## src/rtl/i2c_regport_pkg.sv

```systemverilog
package i2c_regport_pkg;

  typedef enum logic [2:0] {
    S_IDLE,
    S_ADDR,
    S_SUB,
    S_WDATA,
    S_ACK,
    S_RDATA,
    S_RACK,
    S_WAIT
  } slv_state_t;

  // Address byte carries the 7-bit device address above the direction bit.
  function automatic logic addr_hit(input logic [7:0] b, input logic [6:0] dev);
    return (b[7:1] == dev);
  endfunction

  // Register index sits in subaddress bits [5:3].
  function automatic logic [2:0] reg_index(input logic [7:0] sub);
    return sub[5:3];
  endfunction

endpackage

```

## src/rtl/i2c_line_mon.sv

```systemverilog
module i2c_line_mon #(
  parameter int SYNC_STAGES = 2
) (
  input  logic clk,
  input  logic rst_n,
  input  logic scl_i,
  input  logic sda_i,
  output logic scl_s,
  output logic sda_s,
  output logic scl_rise,
  output logic scl_fall,
  output logic start_ev,
  output logic stop_ev
);
  localparam int LAST = SYNC_STAGES - 1;

  logic [SYNC_STAGES-1:0] scl_pipe, sda_pipe;
  logic scl_q, sda_q;

  always_ff @(posedge clk or negedge rst_n) begin
    if (!rst_n) begin
      scl_pipe <= '1;
      sda_pipe <= '1;
      scl_q    <= 1'b1;
      sda_q    <= 1'b1;
    end else begin
      scl_pipe <= {scl_pipe[SYNC_STAGES-2:0], scl_i};
      sda_pipe <= {sda_pipe[SYNC_STAGES-2:0], sda_i};
      scl_q    <= scl_pipe[LAST];
      sda_q    <= sda_pipe[LAST];
    end
  end

  assign scl_s    = scl_pipe[LAST];
  assign sda_s    = sda_pipe[LAST];
  assign scl_rise = scl_s & ~scl_q;
  assign scl_fall = ~scl_s & scl_q;
  assign start_ev = scl_s & scl_q & sda_q & ~sda_s;
  assign stop_ev  = scl_s & scl_q & ~sda_q & sda_s;

  // a bus condition is never seen on a cycle where SCL moves
  p_cond_scl_steady_r8: assert property (@(posedge clk) disable iff (!rst_n)
    (start_ev || stop_ev) |-> $past(scl_s) && scl_s);

endmodule

```

## src/rtl/i2c_slave_ctl.sv

```systemverilog
module i2c_slave_ctl
  import i2c_regport_pkg::*;
#(
  parameter logic [6:0] DEV_ADDR = 7'h2A,
  parameter int         DW       = 8,
  parameter int         AW       = 3
) (
  input  logic          clk,
  input  logic          rst_n,
  input  logic          sda_s,
  input  logic          scl_s,
  input  logic          scl_rise,
  input  logic          scl_fall,
  input  logic          start_ev,
  input  logic          stop_ev,
  output logic          sda_oe,
  output logic [AW-1:0] reg_addr,
  output logic          reg_wr,
  output logic [DW-1:0] reg_wdata,
  output logic          reg_rd,
  input  logic [DW-1:0] reg_rdata
);
  localparam int CW = $clog2(DW + 1);
  localparam logic [CW-1:0] FULL = CW'(DW);

  slv_state_t    st, nxt_q;
  logic [CW-1:0] cnt;
  logic [DW-1:0] sh;
  logic [AW-1:0] sel_q;
  logic          oe_q, more_q;

  // named internal events
  logic byte_done, wr_ev, rd_load;

  always_comb begin
    byte_done = scl_fall && (cnt == FULL);
    wr_ev     = byte_done && (st == S_WDATA);
    rd_load   = scl_fall && (((st == S_ACK) && (nxt_q == S_RDATA)) ||
                             ((st == S_RACK) && more_q));
  end

  always_ff @(posedge clk or negedge rst_n) begin
    if (!rst_n) begin
      st     <= S_IDLE;
      nxt_q  <= S_IDLE;
      cnt    <= '0;
      sh     <= '0;
      sel_q  <= '0;
      oe_q   <= 1'b0;
      more_q <= 1'b0;
    end else if (start_ev) begin
      st   <= S_ADDR;
      cnt  <= '0;
      oe_q <= 1'b0;
    end else if (stop_ev) begin
      st   <= S_IDLE;
      cnt  <= '0;
      oe_q <= 1'b0;
    end else begin
      unique case (st)
        S_ADDR, S_SUB, S_WDATA: begin
          if (scl_rise) begin
            sh  <= {sh[DW-2:0], sda_s};
            cnt <= cnt + 1'b1;
          end else if (byte_done) begin
            cnt <= '0;
            if (st == S_ADDR) begin
              if (addr_hit(sh, DEV_ADDR)) begin
                oe_q  <= 1'b1;
                st    <= S_ACK;
                nxt_q <= sh[0] ? S_RDATA : S_SUB;
              end else begin
                st <= S_WAIT;
              end
            end else begin
              if (st == S_SUB) sel_q <= reg_index(sh);
              oe_q  <= 1'b1;
              st    <= S_ACK;
              nxt_q <= S_WDATA;
            end
          end
        end
        S_ACK: begin
          if (scl_fall) begin
            if (rd_load) begin
              sh   <= reg_rdata;
              oe_q <= ~reg_rdata[DW-1];
              cnt  <= '0;
              st   <= S_RDATA;
            end else begin
              oe_q <= 1'b0;
              st   <= nxt_q;
            end
          end
        end
        S_RDATA: begin
          if (scl_rise) begin
            cnt <= cnt + 1'b1;
          end else if (scl_fall) begin
            if (cnt == FULL) begin
              oe_q <= 1'b0;
              st   <= S_RACK;
            end else begin
              sh   <= {sh[DW-2:0], 1'b0};
              oe_q <= ~sh[DW-2];
            end
          end
        end
        S_RACK: begin
          if (scl_rise) begin
            more_q <= ~sda_s;
          end else if (scl_fall) begin
            if (rd_load) begin
              sh   <= reg_rdata;
              oe_q <= ~reg_rdata[DW-1];
              cnt  <= '0;
              st   <= S_RDATA;
            end else begin
              st <= S_WAIT;
            end
          end
        end
        default: oe_q <= 1'b0;
      endcase
    end
  end

  assign sda_oe    = oe_q;
  assign reg_addr  = sel_q;
  assign reg_wr    = wr_ev;
  assign reg_wdata = sh;
  assign reg_rd    = rd_load;

  // the SDA driver moves only while SCL is low, unless a bus condition cleared it
  p_oe_scl_low_r9: assert property (@(posedge clk) disable iff (!rst_n)
    !$stable(oe_q) |-> (!$past(scl_s) || $past(start_ev) || $past(stop_ev)));

  // a written byte is acknowledged in the following cycle
  p_wr_ack_r2: assert property (@(posedge clk) disable iff (!rst_n)
    reg_wr |=> sda_oe);

  // the first bit driven is the MSB of the register read in the strobe cycle
  p_rd_msb_r5: assert property (@(posedge clk) disable iff (!rst_n)
    reg_rd |=> (sda_oe == !$past(reg_rdata[DW-1])));

  // write and read strobes never coincide
  p_strobe_excl_r4: assert property (@(posedge clk) disable iff (!rst_n)
    !(reg_wr && reg_rd));

  // while ignoring the bus the line is released
  p_wait_release_r7: assert property (@(posedge clk) disable iff (!rst_n)
    (st == S_WAIT) |-> !oe_q);

  // a START restarts address matching with an empty byte
  p_start_abort_r8: assert property (@(posedge clk) disable iff (!rst_n)
    start_ev |=> (st == S_ADDR) && (cnt == '0) && !oe_q);

endmodule

```

## src/rtl/i2c_regport.sv

```systemverilog
module i2c_regport #(
  parameter logic [6:0] DEV_ADDR    = 7'h2A,
  parameter int         SYNC_STAGES = 2
) (
  input  logic       clk,
  input  logic       rst_n,
  input  logic       scl_i,
  input  logic       sda_i,
  output logic       sda_oe,
  output logic [2:0] reg_addr,
  output logic       reg_wr,
  output logic [7:0] reg_wdata,
  output logic       reg_rd,
  input  logic [7:0] reg_rdata
);
  logic scl_s, sda_s, scl_rise, scl_fall, start_ev, stop_ev;

  i2c_line_mon #(.SYNC_STAGES(SYNC_STAGES)) u_mon (
    .clk      (clk),
    .rst_n    (rst_n),
    .scl_i    (scl_i),
    .sda_i    (sda_i),
    .scl_s    (scl_s),
    .sda_s    (sda_s),
    .scl_rise (scl_rise),
    .scl_fall (scl_fall),
    .start_ev (start_ev),
    .stop_ev  (stop_ev)
  );

  i2c_slave_ctl #(.DEV_ADDR(DEV_ADDR), .DW(8), .AW(3)) u_ctl (
    .clk       (clk),
    .rst_n     (rst_n),
    .sda_s     (sda_s),
    .scl_s     (scl_s),
    .scl_rise  (scl_rise),
    .scl_fall  (scl_fall),
    .start_ev  (start_ev),
    .stop_ev   (stop_ev),
    .sda_oe    (sda_oe),
    .reg_addr  (reg_addr),
    .reg_wr    (reg_wr),
    .reg_wdata (reg_wdata),
    .reg_rd    (reg_rd),
    .reg_rdata (reg_rdata)
  );

endmodule

```

## config.mk

```make
export PLATFORM = sky130hd
export DESIGN_NAME = i2c_regport
export DESIGN_NICKNAME = d
export VERILOG_FILES = /design/src/rtl/i2c_regport_pkg.sv /design/src/rtl/i2c_line_mon.sv /design/src/rtl/i2c_slave_ctl.sv /design/src/rtl/i2c_regport.sv
export SDC_FILE = /design/constraint.sdc
export NUM_CORES = 1
export LEC_CHECK = 0
export ABC_AREA = 1
export BUFFER_PORTS_ARGS = -buffer_cell sky130_fd_sc_hd__buf_4
export CAP_MARGIN = 30
export CORE_MARGIN = 1.5
export CORE_UTILIZATION = 38
export DETAILED_ROUTE_END_ITERATION = 8
export PLACE_DENSITY = 0.64
export SYNTH_ARGS = -nofsm -noshare
export SYNTH_HDL_FRONTEND = slang
export SYNTH_SLANG_ARGS = --single-unit
export TNS_END_PERCENT = 5
```

## constraint.sdc

```tcl
create_clock -name clk -period 4.8 [get_ports clk]
set_input_delay 0.72 -clock clk [delete_from_list [all_inputs] [get_ports clk]]
set_output_delay 0.72 -clock clk [all_outputs]
set_load 0.01 [all_outputs]
```

==> key figures <==
Outcome
  – Status: finished clean

Worst setup path
  – R2R Path Start: u_ctl.st[2]
  – Setup crit end kind: output port
  – Worst R2R Setup Slack: 3000 ps
  – R2r worst-path depth: 9
  – CP arrival: between 1500 and 2000 ps
  – CP dominant cell by count: inv_1
  – Worst setup path category: register to output port
  – Reg2reg end: u_ctl.reg_wdata[1]
  – Startpoint Class: register
  – Top cell family by delay on the critical path: simple AND/OR/NAND/NOR gates
  – CP peak stage delay: 440 ps
  – Crit-path slowest cell: dfrtp_1
  – CP max FO: 7
  – CP Cell Sequence: inv_1 -> ha_1 -> nand3_1 -> nor2_1 -> inv_1 -> nor4_1 -> buf_4
  – CP Buf/Inv Count: 3
  – Critical path required time: 4080 ps

Synth
  – Yosys Warn Count: 0
  – FFs w/ async S/R, synth: 100%
  – Sequential element share of the synthesized area: about two fifths
  – Top-count cell post-synth: nand2_1
  – Post-synth EDFFs: 0
  – Post-synth net total: around 250
  – Cells after Synth: 238
  – Top post-synthesis cells by area: dfrtp_1 32%, nand2_1 14%, dfstp_2 8.6%
  – Yosys cell types: 34
  – Mapped Area: 1830 um^2
  – Largest area contributor in the netlist: dfrtp_1
  – Synth Flop Type: dfrtp_1
  – Flops & latches, synth: 29
  – Area share of the largest cell type after synthesis: 31.5%
  – Syn avg cell area: ~7.7 um^2
  – Top cells by count, synth: 67 x nand2_1, 27 x inv_1, 23 x dfrtp_1, 17 x o21ai_0

Power
  – Final Power: between 0.001 and 0.0015 W
  – Leakage: 1.13 nW
  – Pwr per Cell Area: ~670 nW/um^2
  – Max VDD drop: 0.000261 V

Layout
  – Finished Core Util: 46.6%
  – Synthesis-to-layout area growth: 19.1%
  – Final non-filler cell total: 322
  – N_diodes: 0
  – Nets: 281
  – Layout cells sized above 1: just over 30%

CTS
  – CTS root buffer: clkbuf_8
  – Setup Buffers After CTS: 0
  – Cts hold-fix bufs: 0
  – CTS clock-pin slew for the worst setup and hold paths: 70 ps
  – CTS Buf Count: 5
  – Worst-Skew Late Latency: 290 ps
  – Post-CTS Resized: 0
  – CTS Sinks: 29
  – Max H-tree Level: 2
  – CTS Buffer Depth: 2
  – CTS tree: yes

Floorplanning
  – IO Count: 26
  – Die ar.: approximately 5200 um^2
  – Row count: 25
  – Starting Density: 39.2%
  – Core area: roughly 4700 um^2
  – Die height: 72.3 um
  – Die Wd: 72.3 um

Timing
  – Worst-margin pin slew: 390 ps
  – Setup TNS: 0 ps
  – Post-route clock period utilization: 53.0%
  – Min Tclk post-route: 2540 ps
  – Fmax: 393 MHz
  – Slew margin rel.: 74.0%
  – Final setup fails: 0
  – Clk_skew: ~4.7 ps
  – RSZ-0062 raised after global routing: false
  – Max Slew Vio Count: 0
  – Final Hold Vio Count: 0

Place
  – Cells after DPL: 314
  – Routability cong.: 0.851
  – # port buffers: 25
  – DP HPWL: 2980 um

Run
  – Max-cap violations: 0

Route
  – DR WL/cell: between 10 and 15 um
  – First DRT Iteration DRCs: 134
  – DRT antenna net count: 0
  – # DRC: 0
  – First-pass DRT Iterations: 4
  – Routed WL: 3960 um
  – Vias after detailed routing: 1564
  – Via/cell ratio: 4.86

Global routing
  – Global-route wire length before repair: 6800 um
  – Vias in the first global route: about 1400
  – GRT overflow: 0
  – Largest net degree at the start of global routing: 30
  – Initial antenna violation count: 0
  – Overall Global Routing Usage: 17.2%

Worst hold path
  – HP Class: input port to asynchronous set/reset pin
metal layers:
metal  track usage, %  share of wire, %  vias to the layer above
li1                 -                 -                      817
met1             25.2                52                      708
met2             24.6                42                       34
met3             3.61               4.2                        5
met4             6.92               1.8                        0
met5                0                 0                        -
logic make-up after synthesis:
logic type,after synthesis,share of synthesized area [%]
AND/OR/NAND/NOR,127,34.3
AO/OA/AOI/OAI,39,14.1
buffers and inverters,38,8.57
flip-flops,29,40.2
multiplexers,2,1.10
adder cells (fa/ha/maj),2,1.37
XOR/XNOR,1,0.480
power breakdown:
part / switching, W / internal (W)
sequential: 0.0000929 / 0.000333
clock: 0.000104 / 0.000155
combinational: 0.000477 / 0.000286
worst register-to-register path: stages (launching register included):
cell,delay [ps]
dfrtp_1,580
nand2_4,210
nor2_4,170
nand2_2,60
nand2_2,80
nand2_4,70
nand2_2,90
nand3_4,220
nand2_1,150
o21ai_2,60
final cells by class:
class	instances	area (um^2)
clock buffer	5	68.8
inverter	35	134
sequential	29	733
timing repair buffer	25	188
fill	464	2490
multi-input combinational	171	936
tap	54	67.6
clock inverter	3	46.3
flip-flops by register name (all words and copies together), names as in the netlist:
register,count
u_ctl.reg_addr,3
u_ctl.more_q,1
u_ctl.nxt_q,3
u_ctl.cnt,4
u_ctl.st,3
u_mon.scl_pipe,2
u_mon.sda_q,1
u_mon.scl_q,1
u_ctl.reg_wdata,8
u_mon.sda_pipe,2
u_ctl.sda_oe,1
metrics by stage:
step,hold WS [ps],area (um^2),setup slack (ps)
global placement,346,2060,2590
CTS,357,2170,2240
global route,366,2170,2080
finish,344,2170,2260
floorplan,345,1830,2730
detailed placement,347,2060,2560
worst max-delay path by stage:
stage                     depth (start not counted)  endpoint          from
after detailed placement                          7    reg_wr  u_ctl.cnt[0]
final                                             7    reg_wr  u_ctl.cnt[0]
after global routing                              7    reg_wr  u_ctl.cnt[0]
after floorplan                                   6    reg_wr  u_ctl.cnt[0]
after global placement                            7    reg_wr  u_ctl.cnt[0]
after CTS                                         7    reg_wr  u_ctl.cnt[0]
layout by cell type, fill, tap and decap left out, drive strengths merged, types with 2 or more instances in the layout:
| cell type | n |
|---|---|
| nand2 | 83 |
| inv | 34 |
| o21ai | 31 |
| buf | 25 |
| dfrtp | 23 |
| nor2 | 21 |
| nand3 | 17 |
| dfstp | 6 |
| clkbuf | 5 |
| nand4 | 3 |
| nor3 | 2 |
| a21oi | 2 |
| a31oi | 2 |
| mux2i | 2 |
| ha | 2 |
| clkinv | 2 |
Note: power is estimated with default switching activity, not from simulation.
